## src/rtl/param_regbank_pkg.sv

```systemverilog
// Shared types for the register bank.
// Assumes: a single clock domain and byte-wide registers.
package param_regbank_pkg;

    // Transaction phase seen by the pointer unit.
    typedef enum logic [1:0] {
        PH_IDLE = 2'd0,   // outside a transaction
        PH_ADDR = 2'd1,   // next write byte loads the pointer
        PH_DATA = 2'd2    // bytes address registers
    } xfer_phase_t;

endpackage

```

## src/rtl/param_regbank_pointer.sv

```systemverilog
// Address pointer and transaction phase tracker.
// Turns the byte stream into register write and read enables at the current pointer.
// Assumes: a start or stop strobe in the same cycle as a byte makes that byte ignored.
module param_regbank_pointer
    import param_regbank_pkg::*;
#(
    parameter int ADDR_W = 8
) (
    input  logic              clk,
    input  logic              rst_n,
    input  logic              xfer_start,
    input  logic              xfer_stop,
    input  logic              byte_valid,
    input  logic              byte_wr,
    input  logic [ADDR_W-1:0] byte_in,
    output logic [ADDR_W-1:0] ptr,
    output logic              wr_en,
    output logic              rd_en,
    output logic              in_xfer
);

    xfer_phase_t phase;
    logic        accept;
    logic        load_ptr;

    // Classify the current byte against the transaction phase.
    always_comb begin
        accept   = byte_valid && !xfer_start && !xfer_stop && (phase != PH_IDLE);
        load_ptr = accept && byte_wr && (phase == PH_ADDR);
        wr_en    = accept && byte_wr && (phase == PH_DATA);
        rd_en    = accept && !byte_wr;
        in_xfer  = (phase != PH_IDLE);
    end

    // Phase sequencing and pointer load/advance.
    always_ff @(posedge clk) begin
        if (!rst_n) begin
            phase <= PH_IDLE;
            ptr   <= '0;
        end else if (xfer_start) begin
            phase <= PH_ADDR;
        end else if (xfer_stop) begin
            phase <= PH_IDLE;
        end else if (load_ptr) begin
            ptr   <= byte_in;
            phase <= PH_DATA;
        end else if (wr_en || rd_en) begin
            ptr   <= ptr + 1'b1;
            phase <= PH_DATA;
        end
    end

endmodule

```

## src/rtl/param_regbank_store.sv

```systemverilog
// Plain byte registers that take a write at once.
// Addresses used by the wide parameter, and addresses at or above NUM_REGS, have no storage and read as zero.
// Assumes: NUM_REGS <= 2**ADDR_W.
module param_regbank_store #(
    parameter int ADDR_W   = 8,
    parameter int DATA_W   = 8,
    parameter int NUM_REGS = 64,
    parameter int HI_ADDR  = 'h34
) (
    input  logic              clk,
    input  logic              rst_n,
    input  logic              wr_en,
    input  logic [ADDR_W-1:0] addr,
    input  logic [DATA_W-1:0] wdata,
    output logic [DATA_W-1:0] rdata
);

    localparam int IDX_W   = (NUM_REGS > 1) ? $clog2(NUM_REGS) : 1;
    localparam int LO_ADDR = HI_ADDR + 1;

    logic [DATA_W-1:0] mem [NUM_REGS];

    for (genvar i = 0; i < NUM_REGS; i++) begin : g_reg
        if (i == HI_ADDR || i == LO_ADDR) begin : g_hole
            assign mem[i] = '0;
        end else begin : g_ff
            // Update one stored byte when it is addressed by a write.
            always_ff @(posedge clk) begin
                if (!rst_n)
                    mem[i] <= '0;
                else if (wr_en && addr == ADDR_W'(i))
                    mem[i] <= wdata;
            end
        end
    end

    // Select the addressed byte; unbacked addresses return zero.
    always_comb begin
        if (int'(addr) < NUM_REGS)
            rdata = mem[addr[IDX_W-1:0]];
        else
            rdata = '0;
    end

endmodule

```

## src/rtl/param_regbank_commit.sv

```systemverilog
// Shadow stage and atomic commit for the wide parameter.
// The upper byte goes to HI_ADDR and the low bits to HI_ADDR+1.
// Assumes: PARAM_W is greater than DATA_W and at most 2*DATA_W.
module param_regbank_commit #(
    parameter int ADDR_W  = 8,
    parameter int DATA_W  = 8,
    parameter int PARAM_W = 12,
    parameter int HI_ADDR = 'h34
) (
    input  logic               clk,
    input  logic               rst_n,
    input  logic               wr_en,
    input  logic [ADDR_W-1:0]  addr,
    input  logic [DATA_W-1:0]  wdata,
    output logic [PARAM_W-1:0] param_value,
    output logic               pending,
    output logic [DATA_W-1:0]  hi_rd,
    output logic [DATA_W-1:0]  lo_rd
);

    localparam int LO_W = PARAM_W - DATA_W;
    localparam logic [ADDR_W-1:0] HI_A = ADDR_W'(HI_ADDR);
    localparam logic [ADDR_W-1:0] LO_A = ADDR_W'(HI_ADDR + 1);

    logic [DATA_W-1:0] shadow_hi;
    logic [DATA_W-1:0] next_hi;

    // Pick the upper bits for a commit: staged if pending, else committed.
    always_comb begin
        next_hi = pending ? shadow_hi : param_value[PARAM_W-1:LO_W];
        hi_rd   = param_value[PARAM_W-1:LO_W];
        lo_rd   = {{(DATA_W-LO_W){1'b0}}, param_value[LO_W-1:0]};
    end

    // Stage, commit or discard on each register write.
    always_ff @(posedge clk) begin
        if (!rst_n) begin
            shadow_hi   <= '0;
            pending     <= 1'b0;
            param_value <= '0;
        end else if (wr_en) begin
            if (addr == HI_A) begin
                shadow_hi <= wdata;
                pending   <= 1'b1;
            end else if (addr == LO_A) begin
                param_value <= {next_hi, wdata[LO_W-1:0]};
                shadow_hi   <= '0;
                pending     <= 1'b0;
            end else begin
                shadow_hi <= '0;
                pending   <= 1'b0;
            end
        end
    end

endmodule

```

## src/rtl/param_regbank.sv

```systemverilog
// Register bank behind a byte-stream control port, with one wide parameter committed atomically.
// Assumes: one clock and a synchronous active-low reset.
module param_regbank #(
    parameter int ADDR_W   = 8,
    parameter int DATA_W   = 8,
    parameter int NUM_REGS = 64,
    parameter int PARAM_W  = 12,
    parameter int HI_ADDR  = 'h34
) (
    input  logic               clk,
    input  logic               rst_n,
    input  logic               xfer_start,
    input  logic               xfer_stop,
    input  logic               byte_valid,
    input  logic               byte_wr,
    input  logic [DATA_W-1:0]  byte_in,
    output logic [DATA_W-1:0]  rd_data,
    output logic               rd_valid,
    output logic [PARAM_W-1:0] param_value
);

    localparam logic [ADDR_W-1:0] HI_A = ADDR_W'(HI_ADDR);
    localparam logic [ADDR_W-1:0] LO_A = ADDR_W'(HI_ADDR + 1);

    logic [ADDR_W-1:0] ptr;
    logic              wr_en;
    logic              rd_en;
    logic              in_xfer;
    logic              pending;
    logic [DATA_W-1:0] store_rd;
    logic [DATA_W-1:0] hi_rd;
    logic [DATA_W-1:0] lo_rd;
    logic [DATA_W-1:0] rd_sel;

    param_regbank_pointer #(.ADDR_W(ADDR_W)) u_ptr (
        .clk(clk), .rst_n(rst_n), .xfer_start(xfer_start), .xfer_stop(xfer_stop),
        .byte_valid(byte_valid), .byte_wr(byte_wr), .byte_in(byte_in[ADDR_W-1:0]),
        .ptr(ptr), .wr_en(wr_en), .rd_en(rd_en), .in_xfer(in_xfer)
    );

    param_regbank_store #(
        .ADDR_W(ADDR_W), .DATA_W(DATA_W), .NUM_REGS(NUM_REGS), .HI_ADDR(HI_ADDR)
    ) u_store (
        .clk(clk), .rst_n(rst_n), .wr_en(wr_en), .addr(ptr), .wdata(byte_in),
        .rdata(store_rd)
    );

    param_regbank_commit #(
        .ADDR_W(ADDR_W), .DATA_W(DATA_W), .PARAM_W(PARAM_W), .HI_ADDR(HI_ADDR)
    ) u_commit (
        .clk(clk), .rst_n(rst_n), .wr_en(wr_en), .addr(ptr), .wdata(byte_in),
        .param_value(param_value), .pending(pending), .hi_rd(hi_rd), .lo_rd(lo_rd)
    );

    // Route the addressed register to the read path.
    always_comb begin
        if (ptr == HI_A)
            rd_sel = hi_rd;
        else if (ptr == LO_A)
            rd_sel = lo_rd;
        else
            rd_sel = store_rd;
    end

    // Register the read response one cycle after the read byte.
    always_ff @(posedge clk) begin
        if (!rst_n) begin
            rd_data  <= '0;
            rd_valid <= 1'b0;
        end else begin
            rd_valid <= rd_en;
            if (rd_en)
                rd_data <= rd_sel;
        end
    end

endmodule

```

## config.mk

```make
export PLATFORM = sky130hd
export DESIGN_NAME = param_regbank
export DESIGN_NICKNAME = d
export VERILOG_FILES = /design/src/rtl/param_regbank_pkg.sv /design/src/rtl/param_regbank_pointer.sv /design/src/rtl/param_regbank_store.sv /design/src/rtl/param_regbank_commit.sv /design/src/rtl/param_regbank.sv
export SDC_FILE = /design/constraint.sdc
export NUM_CORES = 1
export LEC_CHECK = 0
export ABC_AREA = 1
export BUFFER_PORTS_ARGS = -buffer_cell sky130_fd_sc_hd__clkbuf_2
export CORE_MARGIN = 2
export CORE_UTILIZATION = 63
export CTS_BUF_LIST = sky130_fd_sc_hd__clkbuf_16
export CTS_CLUSTER_SIZE = 20
export DETAILED_ROUTE_END_ITERATION = 8
export PLACE_DENSITY = 0.8
export RECOVER_POWER = 25
export SKIP_CTS_REPAIR_TIMING = 1
export SYNTH_ARGS = -nofsm -noshare
export SYNTH_HDL_FRONTEND = slang
export SYNTH_SLANG_ARGS = --single-unit
```

## constraint.sdc

```tcl
create_clock -name clk -period 2.8 [get_ports clk]
set_input_delay 0.42 -clock clk [delete_from_list [all_inputs] [get_ports clk]]
set_output_delay 0.42 -clock clk [all_outputs]
set_load 0.05 [all_outputs]
```

==> out/results.md <==
| Quantity | Reported | Unit |
|---|---|---|
| Routed wire length | 71600 | um |
| Start point of the worst hold path | xfer_start | - |
| Portion of the clock cycle consumed by the worst path in the final layout | 0.964 | - |
| First-pass GRT wire length | 115000 | um |
| Clock Skews | 0.0175 | ns |
| Die boundary width | 202 | um |
| Slack of the worst reg-to-reg path | 0.10 | ns |
| Worst R2R Start | u_ptr.ptr[1]$_SDFFE_PN0P_ | - |
| Total congestion overflow | 0 | - |
| Achievable frequency | 370 | MHz |
| Crit path arrival time | 3.18 | ns |
| RSZ-0062 raised after global routing | yes | - |
| Count of routing violations after the opening detailed-route iteration | 2933 | - |
| Post-synth top area cell | sky130_fd_sc_hd__dfxtp_1 | - |
| Worst supply voltage drop on vdd | 0.000420 | V |
| Worst EP required | 3.28 | ns |
| Number of pins with negative max-slew slack in the final report | 0 | - |
| Synth Register Bits | 536 | - |
| Cell depth of the worst min-delay path | 3 | - |
| Area growth, synth to finish | 8.92 | % |
| Synthesized instance count | 3637 | - |
| Die area | 0.0407 | mm^2 |
| Global router's overall resource usage | 0.347 | - |
| Drt first pass iters | 6 | - |
| Top cell type's share of synthesized area | 0.435 | - |
| Vias in the first global route | 21923 | - |
| Distinct cells, synth | 28 | - |
| Worst slack at placement | 0.152 | ns |
| Site row count | 72 | - |
| Worst Tran Pin Value | 1.14 | ns |
| Slowest stage delay, CP | 0.81 | ns |
| Placed wire-length estimate | 44300 | um |
| Leading register cell type out of synthesis | sky130_fd_sc_hd__dfxtp_1 | - |
| Final antenna diode count | 0 | - |
| Syn_nets | 3655 | - |
| Number of flops mapped to enable cells by yosys | 0 | - |
| DR DRC count | 0 | - |
| Boundary pin count | 35 | - |
| Proportion of synthesized chip area in sequential cells | 0.435 | - |
| Mean number of vias per cell | 5.76 | - |
| Path type of the worst min-delay path | in2reg | - |
| Static Leakage | 0.0105 | uW |
| Wire length per cell after detailed routing | 17.5 | um |
| Fin crit period | 2.70 | ns |
| Clock-pin slew of the registers on the worst-case setup and hold paths | 0.06 | ns |
| Mean cell area of the mapped netlist | 6.78 | um^2 |
| Run status | completed | - |
| Critical path, cell by cell | clkinv_2 > ha_1 > inv_1 > nor2_1 > nand2_1 > o21ai_0 > a21oi_1 | - |
| Max Cap Viol | 0 | - |
| Worst Slack Setup Final | 0.101 | ns |
| Post-route antenna net violation count | 0 | - |
| Number of H-tree levels | 2 | - |
| Design Power | 15300 | uW |
| Mapped cell area | 0.0246 | mm^2 |
| Core box area | 0.0386 | mm^2 |
| Fill cell total of the finished layout | 3229 | - |
| Number of buffers added on ports | 34 | - |
| Final Hold Vio Count | 0 | - |
| Number of antenna violations at the first check in global routing | 0 | - |
| Number of placed cells counting well taps | 4000 | - |
| Capture instance of the worst register-to-register path | u_store.mem[253]$_SDFFE_PN0P_ | - |
| Number of buffers on the longest clock path | 3 | - |
| Setup total negative slack | 0 | ns |
| Master cell of the clock root buffer | sky130_fd_sc_hd__clkbuf_16 | - |
| Slew headroom | 0.242 | - |
| Category of the most critical setup path | reg2reg | - |
| Max FO, Critical Path | 16 | - |
| Destination of the worst hold path | u_ptr.phase[0]$_SDFFE_PN0P_ | - |
| Weighted congestion at the end of routability-driven global placement | 0.915 | - |
| Pin count of the biggest net entering global routing | 141 | - |
| Share of synthesized flip-flops with an asynchronous set or reset | 0 | - |
| Sort of element at the start of the critical path | flop | - |
| TritonCTS clock tree | yes | - |
| Starting utilization of the core area | 0.638 | - |
| Clock network latency to the later pin of the worst-skew pair | 0.62 | ns |
| Final count of negative-setup-slack endpoints | 0 | - |
| Non-Filler Instances | 4100 | - |
| Clock net sink count | 536 | - |
| Total of warnings raised by yosys | 0 | - |
| Element type at the critical path end | flop | - |
| Cts bufs inserted | 55 | - |
| Via count | 23598 | - |
| Start point of the critical path | u_ptr.ptr[1]$_SDFFE_PN0P_ | - |
| Share of final-layout standard cells stronger than drive strength 1 | 0.0530 | - |
| Post-layout nets | 3557 | - |
| Final core occ | 0.695 | - |
| Worst reg2reg path depth | 7 | - |
| Chip Height | 202 | um |
| Largest cells by area after synthesis | sky130_fd_sc_hd__dfxtp_1, sky130_fd_sc_hd__nand2_1, sky130_fd_sc_hd__o21ai_0 | - |
| Cell with the biggest individual delay on the critical path | sky130_fd_sc_hd__nor2_1 | - |
| Power per unit of standard cell area | 569 | mW/mm^2 |
-- state kept, by name (all words and copies together), names as in the netlist --
| signal | flops |
|---|---|
| rd_data | 8 |
| rd_valid | 1 |
| u_commit.param_value | 12 |
| u_commit.pending | 1 |
| u_commit.shadow_hi | 8 |
| u_ptr.phase | 2 |
| u_ptr.ptr | 8 |
| u_store.mem | 496 |
-- worst max-delay path by stage --
stage	slack, ns	to	cells past startpoint
6_report	0.10	u_store.mem[253]$_SDFFE_PN0P_	7
5_1_grt	-0.06	u_store.mem[138]$_SDFFE_PN0P_	7
4_1_cts	0.12	u_store.mem[205]$_SDFFE_PN0P_	8
3_5_place_dp	0.15	u_store.mem[205]$_SDFFE_PN0P_	9
3_3_place_gp	0.29	u_store.mem[206]$_SDFFE_PN0P_	8
2_1_floorplan	0.32	u_commit.param_value[10]$_SDFFE_PN0P_	12
-- critical path: cells and delay by family, from the launching register on --
family / cells / cell delay (ns)
buf+inv: 2 / 0.19
flops: 1 / 0.41
simple gates: 2 / 1.35
fa+ha+maj: 1 / 0.18
compound gates: 2 / 0.44
-- layer usage --
layer  up-vias  GRT usage  share of wire
met1     10796      0.490           0.42
met5         -          0              0
met3       163     0.0569           0.10
met4         0      0.152          0.040
li1      11471          -              -
met2      1168      0.524           0.43
-- kinds of logic (layout without fill, tap and decap cells) --
logic type,Yosys count,after routing,synth area share
compound gates,1126,1126,0.247
xor+xnor,2,2,0.000711
fa+ha+maj,4,4,0.00203
buf+inv,824,769,0.129
flops,536,536,0.435
simple gates,1145,1145,0.186
-- layout make-up --
type / instances / area [um^2] / share of cell area
Sequential cell: 536 / 10700 / 0.400
Clock inverter: 44 / 272 / 0.0101
Multi-Input combinational cell: 2277 / 10700 / 0.399
Timing Repair Buffer: 125 / 1020 / 0.0380
Clock buffer: 56 / 1400 / 0.0522
Tap cell: 518 / 648 / 0.0241
Inverter: 544 / 2050 / 0.0763
-- cell usage in the layout (no fill, tap or decap), types with 2 or more instances in the layout --
master                       Yosys  layout
sky130_fd_sc_hd__a211oi_1       93      93
sky130_fd_sc_hd__a21oi_1       462     462
sky130_fd_sc_hd__a31oi_1         5       5
sky130_fd_sc_hd__buf_12          0      20
sky130_fd_sc_hd__buf_4           2      52
sky130_fd_sc_hd__bufinv_16       0       2
sky130_fd_sc_hd__clkbuf_1      191      37
sky130_fd_sc_hd__clkbuf_16       0      56
sky130_fd_sc_hd__clkbuf_2        0      15
sky130_fd_sc_hd__clkinv_1        4      21
sky130_fd_sc_hd__clkinv_2        0      16
sky130_fd_sc_hd__clkinvlp_4      0       3
sky130_fd_sc_hd__dfxtp_1       536     534
sky130_fd_sc_hd__dfxtp_4         0       2
sky130_fd_sc_hd__ha_1            4       4
sky130_fd_sc_hd__inv_1         537     540
sky130_fd_sc_hd__inv_4           0       2
sky130_fd_sc_hd__nand2_1       763     763
sky130_fd_sc_hd__nand2_2         8       8
sky130_fd_sc_hd__nand3_1       151     150
sky130_fd_sc_hd__nor2_1        211     210
sky130_fd_sc_hd__nor2_2          3       5
sky130_fd_sc_hd__nor3_1          2       4
sky130_fd_sc_hd__nor3_4          4       3
sky130_fd_sc_hd__o211ai_1       82      82
sky130_fd_sc_hd__o21ai_0       483     483
-- synth_stat cells (all sizes together) (5+ instances only) --
| cell | n |
|---|---|
| a21oi | 462 |
| buf | 89 |
| nand2 | 771 |
| dfxtp | 536 |
| a31oi | 5 |
| nand3 | 151 |
| o211ai | 82 |
| inv | 540 |
| o21ai | 483 |
| nor2 | 215 |
| a211oi | 93 |
| clkbuf | 191 |
| nor3 | 7 |
-- power breakdown --
group	total [uW]	internal [uW]	switching [uW]	leakage, uW
Sequential	7630	7630	6.23	0.00432
Clock	6910	3800	3100	0.000842
Combinational	721	181	540	0.00532
Total	15300	11600	3650	0.0105
-- metrics by stage --
step	area, um^2	hold WS [ns]
6_report	26800	0.0639
4_1_cts	27000	0.0486
5_1_grt	26800	0.0815
3_5_place_dp	25300	0.433
3_3_place_gp	25300	0.427
2_1_floorplan	24600	0.420
No activity file was read; power rests on OpenSTA's default activity.
